==> config.mk <==
export PLATFORM = sky130hd
export DESIGN_NAME = wh_router
export DESIGN_NICKNAME = d
export VERILOG_FILES = /design/src/rtl/wh_router_pkg.sv /design/src/rtl/wh_addr_match.sv /design/src/rtl/wh_steer.sv /design/src/rtl/wh_router.sv
export SDC_FILE = /design/constraint.sdc
export NUM_CORES = 1
export LEC_CHECK = 0
export ABC_CLOCK_PERIOD_IN_PS = 1300
export BUFFER_PORTS_ARGS = -buffer_cell sky130_fd_sc_hd__buf_2
export CORE_UTILIZATION = 31
export DETAILED_ROUTE_END_ITERATION = 6
export GPL_TIMING_DRIVEN = 0
export HOLD_SLACK_MARGIN = 0.1
export PLACE_DENSITY = 0.75
export SLEW_MARGIN = 20
export SYNTH_ARGS = -nofsm -noshare
export SYNTH_HDL_FRONTEND = slang
export SYNTH_SLANG_ARGS = --single-unit
==> constraint.sdc <==
create_clock -name clk_i -period 1.3 [get_ports clk_i]
set_clock_uncertainty 0.2 [all_clocks]
set_input_delay 0.195 -clock clk_i [delete_from_list [all_inputs] [get_ports clk_i]]
set_output_delay 0.195 -clock clk_i [all_outputs]
set_load 0.01 [all_outputs]
==> src/rtl/wh_router_pkg.sv <==
package wh_router_pkg;
  typedef enum logic {RS_HDR = 1'b0, RS_BODY = 1'b1} rstate_e;
endpackage

==> src/rtl/wh_addr_match.sv <==
module wh_addr_match #(
  parameter int NUM_LINKS = 3,
  parameter int ADDR_W    = 8,
  parameter int RX_LINK   = 0
) (
  input  logic [ADDR_W-1:0]           hdr_i,
  input  logic [NUM_LINKS*ADDR_W-1:0] link_addr_i,
  input  logic [ADDR_W-1:0]           node_addr_i,
  output logic [NUM_LINKS:0]          dest_o,
  output logic                        miss_o
);
  logic [NUM_LINKS-1:0] hit;

  for (genvar g = 0; g < NUM_LINKS; g++) begin : g_cmp
    if (g == RX_LINK) begin : g_own
      assign hit[g] = 1'b0;  // receiving link never matches
    end else begin : g_other
      assign hit[g] = (link_addr_i[g*ADDR_W +: ADDR_W] == hdr_i);
    end
  end

  logic found;
  always_comb begin
    dest_o = '0;
    found  = 1'b0;
    for (int i = 0; i < NUM_LINKS; i++) begin
      if (hit[i] && !found) begin
        dest_o[i] = 1'b1;
        found     = 1'b1;
      end
    end
    if (!found) dest_o[NUM_LINKS] = 1'b1;
    miss_o = !found && (node_addr_i != hdr_i);
  end
endmodule

==> src/rtl/wh_steer.sv <==
module wh_steer #(
  parameter int NUM_LINKS = 3,
  parameter int TOK_W     = 9
) (
  input  logic                       valid_i,
  input  logic [TOK_W-1:0]           tok_i,
  input  logic [NUM_LINKS:0]         sel_i,
  input  logic [NUM_LINKS-1:0]       lnk_ready_i,
  input  logic                       loc_ready_i,
  output logic [NUM_LINKS-1:0]       lnk_valid_o,
  output logic [NUM_LINKS*TOK_W-1:0] lnk_tok_o,
  output logic                       loc_valid_o,
  output logic [TOK_W-1:0]           loc_tok_o,
  output logic                       sel_ready_o
);
  for (genvar g = 0; g < NUM_LINKS; g++) begin : g_lane
    assign lnk_valid_o[g]               = valid_i & sel_i[g];
    assign lnk_tok_o[g*TOK_W +: TOK_W]  = tok_i;
  end
  assign loc_valid_o = valid_i & sel_i[NUM_LINKS];
  assign loc_tok_o   = tok_i;
  assign sel_ready_o = |(sel_i & {loc_ready_i, lnk_ready_i});
endmodule

==> src/rtl/wh_router.sv <==
module wh_router
  import wh_router_pkg::*;
#(
  parameter int NUM_LINKS = 3,
  parameter int ADDR_W    = 8,
  parameter int RX_LINK   = 0,
  localparam int TOK_W    = ADDR_W + 1
) (
  input  logic                        clk_i,
  input  logic                        rst_ni,
  input  logic                        route_en_i,
  input  logic [NUM_LINKS*ADDR_W-1:0] link_addr_i,
  input  logic [ADDR_W-1:0]           node_addr_i,
  input  logic                        irq_mask_i,
  input  logic                        in_valid_i,
  input  logic [TOK_W-1:0]            in_tok_i,
  output logic                        in_ready_o,
  output logic [NUM_LINKS-1:0]        lnk_valid_o,
  output logic [NUM_LINKS*TOK_W-1:0]  lnk_tok_o,
  input  logic [NUM_LINKS-1:0]        lnk_ready_i,
  output logic                        loc_valid_o,
  output logic [TOK_W-1:0]            loc_tok_o,
  input  logic                        loc_ready_i,
  output logic                        irq_o
);
  localparam logic [NUM_LINKS:0] SEL_LOC = {1'b1, {NUM_LINKS{1'b0}}};

  rstate_e              state_q;
  logic [NUM_LINKS:0]   route_q;
  logic                 err_q;
  logic [NUM_LINKS:0]   dest;
  logic                 miss;
  logic [NUM_LINKS:0]   sel;
  logic                 sel_ready;
  logic                 is_ctl;
  logic                 hdr_phase;
  logic                 fwd_valid;

  assign is_ctl    = in_tok_i[ADDR_W];
  assign hdr_phase = route_en_i && (state_q == RS_HDR) && !is_ctl;
  assign sel       = (route_en_i && state_q == RS_BODY) ? route_q : SEL_LOC;
  assign fwd_valid = in_valid_i && !hdr_phase;
  assign in_ready_o = hdr_phase ? 1'b1 : sel_ready;

  wh_addr_match #(.NUM_LINKS(NUM_LINKS), .ADDR_W(ADDR_W), .RX_LINK(RX_LINK)) i_match (
    .hdr_i       (in_tok_i[ADDR_W-1:0]),
    .link_addr_i (link_addr_i),
    .node_addr_i (node_addr_i),
    .dest_o      (dest),
    .miss_o      (miss)
  );

  wh_steer #(.NUM_LINKS(NUM_LINKS), .TOK_W(TOK_W)) i_steer (
    .valid_i     (fwd_valid),
    .tok_i       (in_tok_i),
    .sel_i       (sel),
    .lnk_ready_i (lnk_ready_i),
    .loc_ready_i (loc_ready_i),
    .lnk_valid_o (lnk_valid_o),
    .lnk_tok_o   (lnk_tok_o),
    .loc_valid_o (loc_valid_o),
    .loc_tok_o   (loc_tok_o),
    .sel_ready_o (sel_ready)
  );

  always_ff @(posedge clk_i or negedge rst_ni) begin
    if (!rst_ni) begin
      state_q <= RS_HDR;
      route_q <= SEL_LOC;
      err_q   <= 1'b0;
    end else begin
      err_q <= 1'b0;
      if (!route_en_i) begin
        state_q <= RS_HDR;
      end else if (in_valid_i && hdr_phase) begin
        state_q <= RS_BODY;
        route_q <= dest;
        err_q   <= miss;
      end else if (state_q == RS_BODY && in_valid_i && in_ready_o && is_ctl) begin
        state_q <= RS_HDR;  // EOP forwarded: release route
      end
    end
  end

  assign irq_o = err_q & ~irq_mask_i;

  // header is swallowed
  a_r2_hdr_dropped: assert property (@(posedge clk_i) disable iff (!rst_ni)
    (in_valid_i && hdr_phase) |-> (!(|lnk_valid_o) && !loc_valid_o));
  // own link output stays idle
  a_r5_own_link_idle: assert property (@(posedge clk_i) disable iff (!rst_ni)
    !lnk_valid_o[RX_LINK]);
  // interrupt only right after an accepted header
  a_r6_irq_after_hdr: assert property (@(posedge clk_i) disable iff (!rst_ni)
    irq_o |-> $past(in_valid_i && in_ready_o && hdr_phase));
  // route held inside a packet
  a_r7_route_hold: assert property (@(posedge clk_i) disable iff (!rst_ni)
    (route_en_i && state_q == RS_BODY && !(in_valid_i && in_ready_o && is_ctl))
      |=> $stable(route_q));
  // acceptance tracks the selected output handshake
  a_r8_no_drop: assert property (@(posedge clk_i) disable iff (!rst_ni)
    (in_valid_i && !hdr_phase) |->
      (in_ready_o == (|{lnk_valid_o & lnk_ready_i, loc_valid_o & loc_ready_i})));
  // at most one output carries a token
  a_r8_single_dest: assert property (@(posedge clk_i) disable iff (!rst_ni)
    $onehot0({lnk_valid_o, loc_valid_o}));
endmodule

==> metrics.txt <==
outcome complete, but fails checks; violations in the final reports negative setup slack; FF-to-FF End route_q[2]; number of vias per cell 4.10; count of placed standard cells in the final layout, fillers left out 219; EDFF count, synth 0; die outline area 2900 sq um; pin count of the biggest net entering global routing 9; cell family with most CP delay flip-flops; initial cell density of the core 33.3%; share of synthesized area occupied by flip-flops and latches 15.2%; cells traversed along the worst timing path and3_4 -> o21ai_2 -> nand3_1 -> buf_2; top-level port count 92; CTS Sinks 5; worst min-delay path endpoint state_q; total of endpoints with negative setup slack in the final report 6; leakage component of the power 0.742 nW; Total Routed Length 1990 um; standard-cell rows 18; DR DRC count 0; top library cells by usage in the layout, fill and taps aside buf_2, buf_4, xnor2_1, xor2_1, nand4_1; number of port buffers 81; GRT Overall Usage 13.4%; kind of end point of the critical path output port; Clock Tree Root clkbuf_4; post-synthesis instance area 833 sq um; DR vias 897; Critical-path top delay cell dfrtp_2; placed wire-length estimate 1680 um; number of buffer and inverter instances along the worst setup path 1; worst endpoint required time 0.90 ns; Crit Path Max Fanout 6; final-layout fill cell count 249; number of nets at the end of the flow 240; setup repair after global routing missed its margin yes; total count of max-transition violations in the final report 0; placeable core region 2500 sq um; count of antenna diodes in the layout 0; y dimension of the die 53.8 um; type of the worst setup path reg -> out; fraction of final layout cells with drive strength greater than 1 72.5%; first-pass GRT wire length 2820 um; number of cells produced by synthesis 100; number of nets in the synthesized netlist 150; Area growth, synth to finish 64.0%; total negative slack for setup checks -0.992 ns; Design Area, Final 1370 sq um; worst hold path stage count 3; wire length per cell after detailed routing 9.09 um; Slowest Stage Delay on Critical Path 0.43 ns; minimum period implied by the final worst setup slack 1.58 ns; placement-stage cell area 1280 sq um; clock latency reported for the late side of the worst-skew pair 0.24 ns; Worst Slack Setup Final -0.283 ns; Initial DRT Pass Iterations 5; Worst EP arrival 1.19 ns; worst setup path start state_q; final worst-path cycle share 122%; initial antenna violation count 0; Reg-to-Reg Start state_q; achievable clock frequency 632 MHz; worst reg-to-reg setup slack -0.04 ns; clock-pin slew on the worst setup and hold paths 0.04 ns; highest ir drop seen on vdd 0.292 mV; vias in the first global route 768; DR iter-0 viols 6; Pwr per Cell Area 569 nW/um^2; worst min-delay path class in -> reg; global route total overflow 0; number of buffers on the longest clock path 2; worst r2r path cells 4; startpoint of the most critical hold path route_en_i; final count of hold timing violations 0; Routed Antenna Nets 0; Yosys warning total 0; Primary FF master, synth dfrtp_1; H-tree levels 1; DIE WIDTH 53.8 um; mean area per synthesized cell 8.33 sq um; max-cap check violation count 0; most frequent standard cell in the layout excluding fill and tap cells buf_2; share of flip-flops with an asynchronous set or reset after synthesis 100%; GPL Wtd Cong 0.678; CTS tree yes; Synth cell types 28; number of CTS-inserted buffers 3; Setup WS pre-CTS -0.138 ns; startpoint kind of the worst setup timing path register; flip-flop and latch count after synthesis 5; number of placed instances, taps included 211
[cell usage after synthesis, drive strengths merged (2+ instances only)]
master | count | area, sq um
buf | 38 | 283
xnor2 | 16 | 140
xor2 | 8 | 70.1
nand4 | 5 | 37.5
dfrtp | 4 | 100
nand2 | 4 | 17.5
o21ai | 4 | 23.8
and4 | 2 | 20.0
nand3 | 2 | 10.0
nor2 | 2 | 7.51
nor4 | 2 | 12.5
[state kept, by name, summed over array words and instances, names as in the netlist]
name and flops:
err_q 1, state_q 1, route_q 3
[routing by layer]
metal,track usage (%),vias to the layer above,part of all wire (%)
met5,0,-,0
met4,6.58,0,0
met1,14.4,363,41
met3,1.69,0,10
met2,25.3,57,49
li1,-,477,-
[worst min-delay path, delay by kind of cell]
family                 cells  cell delay [ns]
AOI/OAI and AO/OA          1             0.06
and+or+nand+nor            1             0.08
buffers and inverters      1             0.15
[final cells by class]
cell class | instances | area, sq um | share of cell area, %
plain buffers | 37 | 278 | 20.3
clock buffers | 4 | 26.3 | 1.92
inverters | 1 | 3.75 | 0.275
multi-input cells | 56 | 445 | 32.6
flip-flops and latches | 5 | 128 | 9.34
well taps | 30 | 37.5 | 2.75
repair buffers | 86 | 448 | 32.8
[through the flow]
stage / hold slack [ns] / total power, mW / util, %
3_3_place_gp: -0.191 / 0.578 / 51.1
5_1_grt: 0.111 / 0.831 / 54.7
2_1_floorplan: -0.301 / 0.414 / -
6_report: 0.0969 / 0.777 / 54.7
3_5_place_dp: -0.185 / 0.584 / 51.1
4_1_cts: 0.0948 / 0.785 / 54.5
[cell families (layout without fill, tap and decap cells)]
family | Yosys count | after routing | synth area share [%]
AND/OR/NAND/NOR | 20 | 20 | 15.3
multiplexers | 1 | 1 | 1.20
flip-flops | 5 | 5 | 15.2
XOR/XNOR | 24 | 24 | 25.2
buffers and inverters | 39 | 128 | 34.4
AO/OA/AOI/OAI | 10 | 10 | 8.26
other | 1 | 1 | 0.450
[where the power goes]
group / internal [mW] / switching, mW
logic: 0.232 / 0.177
registers: 0.177 / 0.0156
clock network: 0.116 / 0.0590
total: 0.525 / 0.252
[how the worst max path moves through the flow]
stage / to / slack [ns] / cells after the start
6_report: in_ready_o / -0.28 / 4
5_1_grt: in_ready_o / -0.34 / 4
4_1_cts: in_ready_o / -0.30 / 4
3_5_place_dp: in_ready_o / -0.14 / 5
3_3_place_gp: in_ready_o / -0.12 / 5
2_1_floorplan: in_ready_o / 0.02 / 4
[timing repair]
| item | 4_1_cts | 5_1_grt |
|---|---|---|
| pin swaps | 2 | 0 |
| buffers inserted | 3 | 0 |
| endpoints found under the setup margin | 9 | 9 |
| resized for setup | 6 | 1 |
| hold buffers | 2 | 0 |
| hold endpoints to repair | 6 | 0 |
(Power assumes the default switching activity.)
